[config.mk]
export PLATFORM = sky130hd
export DESIGN_NAME = sem_bank
export DESIGN_NICKNAME = d
export VERILOG_FILES = /design/src/rtl/sem_pkg.sv /design/src/rtl/sem_wr_decode.sv /design/src/rtl/sem_flag_cell.sv /design/src/rtl/sem_tie_arb.sv /design/src/rtl/sem_read_port.sv /design/src/rtl/sem_bank.sv
export SDC_FILE = /design/constraint.sdc
export NUM_CORES = 1
export LEC_CHECK = 0
export ABC_AREA = 1
export BUFFER_PORTS_ARGS = -buffer_cell sky130_fd_sc_hd__buf_2
export CAP_MARGIN = 30
export CORE_AREA = 2 2 60 90
export DETAILED_ROUTE_END_ITERATION = 10
export DIE_AREA = 0 0 62 92
export PLACE_DENSITY_LB_ADDON = 0.08
export SLEW_MARGIN = 10
export SYNTH_ARGS = -nofsm -noshare
export SYNTH_HDL_FRONTEND = slang
export SYNTH_SLANG_ARGS = --single-unit
[constraint.sdc]
create_clock -name clk -period 1.46 [get_ports clk]
set_input_delay 0.073 -clock clk [delete_from_list [all_inputs] [get_ports clk]]
set_output_delay 0.073 -clock clk [all_outputs]
set_load 0.02 [all_outputs]
[src/rtl/sem_pkg.sv]
// Shared types for the semaphore bank.
// Assumes: two ports only; the owner encoding is internal to the bank.
package sem_pkg;
    typedef enum logic [1:0] {
        HOLD_NONE  = 2'd0,
        HOLD_LEFT  = 2'd1,
        HOLD_RIGHT = 2'd2
    } holder_e;
endpackage

[src/rtl/sem_wr_decode.sv]
// Turns one port's sampled write into one-hot claim and release vectors.
// Assumes: bit 0 of the write data carries the request (0 = claim, 1 = release).
module sem_wr_decode #(
    parameter int NUM_FLAGS = 8,
    parameter int DATA_W    = 8,
    localparam int ADDR_W   = $clog2(NUM_FLAGS)
) (
    input  logic                 sel,
    input  logic                 wr,
    input  logic [ADDR_W-1:0]    addr,
    input  logic [DATA_W-1:0]    wdata,
    output logic [NUM_FLAGS-1:0] claim,
    output logic [NUM_FLAGS-1:0] drop
);
    // one-hot decode of a selected write into claim or release
    always_comb begin
        claim = '0;
        drop  = '0;
        if (sel && wr) begin
            if (wdata[0]) drop[addr]  = 1'b1;
            else          claim[addr] = 1'b1;
        end
    end
endmodule

[src/rtl/sem_flag_cell.sv]
// One semaphore flag: holder state plus a pending claim bit for each side.
// Assumes: at most one claim or release per side per cycle. The tie winner
// is chosen by the left_first input supplied by the bank-wide arbiter.
module sem_flag_cell
    import sem_pkg::*;
(
    input  logic clk,
    input  logic rst_n,
    input  logic claim_l,
    input  logic claim_r,
    input  logic drop_l,
    input  logic drop_r,
    input  logic left_first,
    output logic own_l,
    output logic own_r,
    output logic pend_l,
    output logic pend_r,
    output logic tie
);
    holder_e holder_q, holder_d;
    logic    want_l, want_r, freed;
    logic    pend_l_d, pend_r_d;

    // next holder: honour a release by the holder, then grant waiting claims
    always_comb begin
        want_l   = pend_l | claim_l;
        want_r   = pend_r | claim_r;
        freed    = (holder_q == HOLD_NONE) ||
                   (holder_q == HOLD_LEFT  && drop_l) ||
                   (holder_q == HOLD_RIGHT && drop_r);
        tie      = freed && want_l && want_r;
        holder_d = holder_q;
        if (freed) begin
            if (want_l && want_r) holder_d = left_first ? HOLD_LEFT : HOLD_RIGHT;
            else if (want_l)      holder_d = HOLD_LEFT;
            else if (want_r)      holder_d = HOLD_RIGHT;
            else                  holder_d = HOLD_NONE;
        end
        pend_l_d = want_l && (holder_d != HOLD_LEFT);
        pend_r_d = want_r && (holder_d != HOLD_RIGHT);
    end

    // state registers with synchronous reset to free and idle
    always_ff @(posedge clk) begin
        if (!rst_n) begin
            holder_q <= HOLD_NONE;
            pend_l   <= 1'b0;
            pend_r   <= 1'b0;
        end else begin
            holder_q <= holder_d;
            pend_l   <= pend_l_d;
            pend_r   <= pend_r_d;
        end
    end

    // holder view for each side
    always_comb begin
        own_l = (holder_q == HOLD_LEFT);
        own_r = (holder_q == HOLD_RIGHT);
    end
endmodule

[src/rtl/sem_tie_arb.sv]
// Bank-wide tie breaker: one favoured side that flips after every tie.
// Assumes: the tie vector is resolved in the same cycle using left_first.
module sem_tie_arb #(
    parameter int NUM_FLAGS = 8
) (
    input  logic                 clk,
    input  logic                 rst_n,
    input  logic [NUM_FLAGS-1:0] tie_vec,
    output logic                 left_first
);
    // alternate the favoured side whenever any flag had a tie
    always_ff @(posedge clk) begin
        if (!rst_n)      left_first <= 1'b1;
        else if (|tie_vec) left_first <= ~left_first;
    end
endmodule

[src/rtl/sem_read_port.sv]
// Registered read path for one port: replicates the flag view over the bus.
// Assumes: a read is a selected cycle with the write strobe low.
module sem_read_port #(
    parameter int NUM_FLAGS = 8,
    parameter int DATA_W    = 8,
    localparam int ADDR_W   = $clog2(NUM_FLAGS)
) (
    input  logic                 clk,
    input  logic                 rst_n,
    input  logic                 sel,
    input  logic                 wr,
    input  logic [ADDR_W-1:0]    addr,
    input  logic [NUM_FLAGS-1:0] own_me,
    output logic [DATA_W-1:0]    rdata
);
    // capture the selected flag as all zeros if held by this side, else all ones
    always_ff @(posedge clk) begin
        if (!rst_n)           rdata <= '1;
        else if (sel && !wr)  rdata <= {DATA_W{~own_me[addr]}};
    end
endmodule

[src/rtl/sem_bank.sv]
// Two-port semaphore bank: NUM_FLAGS lock flags, claim by write, check by read.
// Assumes: both ports share clk; operations are sampled when the select is high.
module sem_bank #(
    parameter int NUM_FLAGS = 8,
    parameter int DATA_W    = 8,
    localparam int ADDR_W   = $clog2(NUM_FLAGS)
) (
    input  logic              clk,
    input  logic              rst_n,
    input  logic              l_sel,
    input  logic              l_wr,
    input  logic [ADDR_W-1:0] l_addr,
    input  logic [DATA_W-1:0] l_wdata,
    output logic [DATA_W-1:0] l_rdata,
    input  logic              r_sel,
    input  logic              r_wr,
    input  logic [ADDR_W-1:0] r_addr,
    input  logic [DATA_W-1:0] r_wdata,
    output logic [DATA_W-1:0] r_rdata
);
    logic [NUM_FLAGS-1:0] claim_l_v, claim_r_v, drop_l_v, drop_r_v;
    logic [NUM_FLAGS-1:0] own_l_v, own_r_v, pend_l_v, pend_r_v, tie_v;
    logic                 left_first;

    sem_wr_decode #(.NUM_FLAGS(NUM_FLAGS), .DATA_W(DATA_W)) u_dec_l (
        .sel(l_sel), .wr(l_wr), .addr(l_addr), .wdata(l_wdata),
        .claim(claim_l_v), .drop(drop_l_v)
    );

    sem_wr_decode #(.NUM_FLAGS(NUM_FLAGS), .DATA_W(DATA_W)) u_dec_r (
        .sel(r_sel), .wr(r_wr), .addr(r_addr), .wdata(r_wdata),
        .claim(claim_r_v), .drop(drop_r_v)
    );

    sem_tie_arb #(.NUM_FLAGS(NUM_FLAGS)) u_arb (
        .clk(clk), .rst_n(rst_n), .tie_vec(tie_v), .left_first(left_first)
    );

    for (genvar g = 0; g < NUM_FLAGS; g++) begin : g_flag
        sem_flag_cell u_cell (
            .clk(clk), .rst_n(rst_n),
            .claim_l(claim_l_v[g]), .claim_r(claim_r_v[g]),
            .drop_l(drop_l_v[g]),   .drop_r(drop_r_v[g]),
            .left_first(left_first),
            .own_l(own_l_v[g]), .own_r(own_r_v[g]),
            .pend_l(pend_l_v[g]), .pend_r(pend_r_v[g]),
            .tie(tie_v[g])
        );
    end

    sem_read_port #(.NUM_FLAGS(NUM_FLAGS), .DATA_W(DATA_W)) u_rd_l (
        .clk(clk), .rst_n(rst_n), .sel(l_sel), .wr(l_wr), .addr(l_addr),
        .own_me(own_l_v), .rdata(l_rdata)
    );

    sem_read_port #(.NUM_FLAGS(NUM_FLAGS), .DATA_W(DATA_W)) u_rd_r (
        .clk(clk), .rst_n(rst_n), .sel(r_sel), .wr(r_wr), .addr(r_addr),
        .own_me(own_r_v), .rdata(r_rdata)
    );
endmodule

* Word level (Yosys, flattened, before mapping)
Cells that the tools add are included.
** Storage, ports and cells
- Bits of input ports :: 28
- Bits in registers :: 35
- Output and inout port bits :: 16
- Logic and storage cells :: 220
** Cells by class
- Multiplexer cells :: 49
- Magnitude comparators :: 4
- Reductions and logical operators :: 89
- Equal/unequal tests :: 32
- Bitwise operators :: 19
** Operators by type and width (number)
- 2-bit two-way mux :: 33
- 8-bit two-way mux :: 8
- 1-bit logical AND :: 62
- 2-bit by 1-bit equality test with 1-bit output (second input constant) :: 8
- 2-bit equality test (second input constant) :: 8
- 2-bit logical NOT :: 8
- 1-bit logical OR :: 16
- 2-bit by 1-bit inequality test with 1-bit output (second input constant) :: 8
- 2-bit inequality test (second input constant) :: 8
- 1-bit bitwise OR :: 16
- 3-bit by 4-bit less-than comparator with 1-bit output (second input constant) :: 2
- 8-bit OR reduction :: 1
- 1-bit binary-select mux with 3-bit select :: 2
- 1-bit demux with 3-bit select :: 2
- 3-bit by 1-bit >= comparator with 1-bit output (second input constant) :: 2
- 1-bit two-way mux :: 4
- 1-bit inverter :: 3
- 1-bit logical NOT :: 2

* Depth between registers and ports, before layout
- Depth after elaboration :: 13
- Depth in mapped cells :: 11
- Mapped depth without buffers :: 11

* Cells and area by module
Synthesis repeated with hierarchy kept, for this count alone.
** Second synthesis, totals
- Cells, all modules :: 466
- Area, all modules :: 2765.2 µm²
** Modules (own cells, without submodules)
- sem_flag_cell at g_flag[1].u_cell ... :: cells each 40, instances 7, area an instance 252.7 µm², sequential area each 80.1 µm²
- sem_read_port :: cells each 31, instances 2, area an instance 192.7 µm², sequential area each 20.0 µm²
- sem_flag_cell at g_flag[0].u_cell :: cells each 51, instances 1, area an instance 295.3 µm², sequential area each 80.1 µm²
- sem_wr_decode :: cells each 31, instances 2, area an instance 126.4 µm², sequential area each 0.0 µm²
- sem_tie_arb :: cells each 11, instances 1, area an instance 62.6 µm², sequential area each 20.0 µm²

* Least setup slack after synthesis
OpenSTA, ideal clock, no wires.
- Path kind :: register to register
- From :: register g_flag[4].u_cell.holder_q[1]
- To :: register u_arb.left_first
- Setup slack :: 293 ps
- Library setup time :: 130 ps
- Arrival time :: 1037 ps
- Cell stages (with the launch flop) :: 8
- Period minus slack after synthesis :: 1167 ps
- Cell sequence :: dfxtp_1 -> or2_2 -> nand3_1 -> nand3_1 -> nand2_1 -> nor2_1 -> nand3_1 -> nand3_1
** Between the ends
- Cells in the longest elaborated chain, start to end :: 7
** RTL lines
- start: declaration :: line sem_flag_cell.sv:20 : holder_e holder_q, holder_d;
- start signal: assignment :: line sem_flag_cell.sv:50 : holder_q <= holder_d;
- 2-bit by 1-bit equality test with 1-bit output :: line sem_flag_cell.sv:29 : (holder_q == HOLD_LEFT && drop_l) ||
- 1-bit logical AND :: line sem_flag_cell.sv:29
- 1-bit logical OR :: line sem_flag_cell.sv:28 : freed = (holder_q == HOLD_NONE) ||
- 1-bit logical OR * :: line sem_flag_cell.sv:29
- 1-bit logical AND * (2 in series) :: line sem_flag_cell.sv:31 : tie = freed && want_l && want_r;
- 8-bit OR reduction * :: line sem_tie_arb.sv:14 : else if (|tie_vec) left_first <= ~left_first;
- end signal: assignment :: line sem_tie_arb.sv:14
- end: declaration :: line sem_tie_arb.sv:9 : output logic left_first
Every way passes the cells marked *; elsewhere a longest branch is shown, timed or not.
A chain may end at the register's enable or synchronous reset.

* Worst setup path in the final report
Same ends and word-level chain as after synthesis.

==> summary.md <==
| Metric | Value |
|---|---|
| Run status | finished, final reports clean |
| Top cell type's share of synthesized area | 31.7% |
| Wirelength, routed | 5.71 mm |
| GR met1 Demand/Resource | 28.0% |
| # Max-Cap Violations | 0 |
| Critical path class | reg -> reg |
| Average instance area after synthesis | 6.26 µm² |
| Effective utilization at floorplan | about 44% |
| Number of buffers created by CTS | 5 |
| Reg2Reg Launch Point | g_flag[4].u_cell.holder_q[1] |
| Post-cts gate resize count | 0 |
| Number of global-route vias before repair | 2133 |
| Critical path origin | g_flag[4].u_cell.holder_q[1] |
| Tightest Hold Check Type | in -> reg |
| Maximum clock frequency | between 700 and 800 MHz |
| H-Tree Depth | 2 |
| Share of the clock period used by the worst path after layout | 89.0% |
| Met3 Resource Use GR | 3.81% |
| Final Critical Period | 1.30 ns |
| I/O Pins | 44 |
| Clock buffer depth | 2 |
| Overall die area | 5700 µm² |
| Final-report setup violation count | 0 |
| Dominant cells by area after synthesis | dfxtp_1 (32%), nand2_1 (12%), nor2_1 (12%), nand3_1 (7.5%), inv_1 (7.0%) |
| Pleak | 0.00115 µW |
| Met2 track demand over resource in global routing | about two fifths |
| Instance count of the mapped netlist | between 300 and 400 |
| Placeable core region | 5000 µm² |
| Total number of clock tree sinks | 35 |
| Number of hold-repair buffers added at the cts stage | 0 |
| Number of optimization iterations in the first detailed-route pass | 4 |
| Max-slew violation total from the final report | 0 |
| Number of buffers inserted to repair setup after CTS | 0 |
| Warning count from the yosys run | 0 |
| CTS Root Buffer Type | clkbuf_8 |
| Final-report hold violation count | 0 |
| Number of DRC markers after the initial detailed-route iteration | 127 |
| Worst Setup EP | u_arb.left_first |
| Diode count | 0 |
| Reg2Reg Setup Slack | 0.16 ns |
| Critical Path RT | 1.63 ns |
| Critical R2R Capture | u_arb.left_first |
| Slew @ Worst Pin | 0.480 ns |
| Port Buffers | 29 |
| Leading area contributor after synthesis | dfxtp_1 |
| Max rail drop VDD | 0.000649 V |
| DIE WIDTH | a little over 60 µm |
| GRT Total Usage | 22.6% |
| Core Util, Final | 50.0% |
| Kind of capture point of the worst setup path | register |
| Crit-path max FO | 5 |
| Clock latency on the worst-skew pair | 0.28 ns |
| Total via count in the routed design | around 2200 |
| Area of the mapped netlist | approximately 2200 µm² |
| Slew margin rel. | about two thirds |
| Seq cells post-synth | 35 |
| Number of remaining DRC errors | 0 |
| Global-route wire length before repair | between 9 and 10 mm |
| Sort of element at the start of the critical path | register |
| Remaining global-route overflow | 0 |
| Pin count of the biggest net entering global routing | 24 |
| Post-synth net total | about 380 |
| Setup tns final | 0 ns |
| Power per unit of standard cell area | 823 nW/µm² |
| Most used routing layer | met2 |
| Routability Congestion | 0.802 |
| Initial antenna violation count | 0 |
| Final worst clock skew | 0.00384 ns |
| Ratio of cells with drive above 1 in the final layout | between 10% and 20% |
| Clock tree from TritonCTS | built |
| Post-route worst hold slack | a little under 0.2 ns |
| Number of vias per cell | 4.87 |
| WL/cell | 12.7 µm |
| DIE HEIGHT | 92 µm |
| Cell Rows | 32 |
| Worst Reg2Reg Path Length in Cells | 9 |
| Antenna Nets Post-Route | 0 |
| Clock input transition at the sequential cells of the worst setup and hold paths | 0.07 ns |
| CP arrival | approximately 1.5 ns |
| Area growth syn-to-layout | 13.1% |
| RSZ-0062 raised after global routing | false |
| HPWL after DPL | around 4.4 mm |
| Number of nets in the layout | 407 |
| Sequential cell area fraction in the yosys report | about a third |
| Number of distinct library cells after synthesis | 32 |
-- worst min-delay path by stage --
stage | startpoint | endpoint | cells past startpoint | slack [ns]
after global placement | l_wr | u_rd_l.rdata[0] | 4 | 0.50
after floorplan | rst_n | g_flag[0].u_cell.holder_q[0] | 1 | 0.20
final | l_wr | u_rd_l.rdata[0] | 4 | 0.19
after CTS | l_wr | u_rd_l.rdata[0] | 4 | 0.19
after global routing | rst_n | u_rd_r.rdata[0] | 3 | 0.24
after detailed placement | l_wr | u_rd_l.rdata[0] | 4 | 0.49
-- layout by cell type (no fill, tap or decap), types with 3 or more instances in the layout --
| master | instances |
|---|---|
| buf_2 | 29 |
| nand3_2 | 4 |
| o21bai_1 | 5 |
| nor2_1 | 68 |
| nor2_2 | 3 |
| inv_1 | 41 |
| o21ai_0 | 4 |
| o211ai_1 | 3 |
| a21oi_1 | 21 |
| o21ai_1 | 10 |
| and2_1 | 5 |
| buf_4 | 8 |
| inv_2 | 3 |
| clkbuf_8 | 7 |
| dfxtp_1 | 34 |
| nand2_1 | 71 |
| nand4_1 | 5 |
| nor3_1 | 3 |
| nand3_1 | 32 |
-- metrics by stage --
stage	worst slack, ns	instance area (µm²)	instances	power [µW]
final	0.161	2500	448	2060
after global routing	0.00191	2500	448	2160
after CTS	0.0901	2480	448	2080
after detailed placement	0.0570	2380	440	1290
after global placement	0.0594	2380	440	1290
after floorplan	0.293	2210	353	1210
-- final cells by class --
| cell class | instances | area (µm²) |
|---|---|---|
| clock buffers | 8 | 100 |
| fillers | 549 | 2500 |
| inverters | 44 | 165 |
| multi-input cells | 256 | 1240 |
| flip-flops and latches | 35 | 702 |
| well taps | 68 | 85.1 |
| repair buffers | 37 | 205 |
-- sequential cells by signal (all words and copies together), names as in the netlist --
signal,count
u_rd_r.rdata,1
u_rd_l.rdata,1
g_flag.u_cell.holder_q,16
g_flag.u_cell.pend_r,8
u_arb.left_first,1
g_flag.u_cell.pend_l,8
-- cell usage after synthesis --
cell      instances
nand3_2           3
nand2_1          72
or2_2             1
inv_2             3
clkbuf_1          4
nand4_1           5
o21bai_1          5
a21boi_2          2
a32oi_1           1
a21boi_1          1
nor3_1            4
o21ai_2           2
buf_4            14
nor2_4            1
o31ai_2           1
o21ai_0           4
o21ai_1          10
o21a_1            2
nor2_1           70
dfxtp_1          35
nor2_2            1
a21o_1            2
a31oi_1           1
o211ai_1          3
o22ai_1           2
nand2_2           1
and2_1            5
a21oi_2           1
o21bai_2          2
a21oi_1          21
nand3_1          33
inv_1            41
-- critical path, stage by stage (launching register included) --
cell     delay [ns]
dfxtp_1        0.39
nand2_1        0.11
nor2_1         0.11
nand2_1        0.09
nand3_2        0.11
nand3_1        0.07
nand2_1        0.11
nor2_1         0.05
nand3_1        0.07
nand3_1        0.07
-- layer usage --
metal / part of all wire (%) / routed length, µm
met1: 44 / 2490
met2: 52 / 2950
met3: 4.0 / 229
met4: 0.67 / 38
met5: 0 / 0
-- power breakdown --
group | total (µW) | switching [µW] | internal [µW]
Clock | 784 | 353 | 431
Combinational | 288 | 195 | 93.6
Sequential | 985 | 13.5 | 972
Total | 2060 | 561 | 1500
-- cell families after synthesis --
| group | share of synthesized area (%) |
|---|---|
| simple gates | 38.0 |
| buf+inv | 12.9 |
| compound gates | 17.4 |
| flops | 31.7 |
Power figures use the tool's default switching activity.
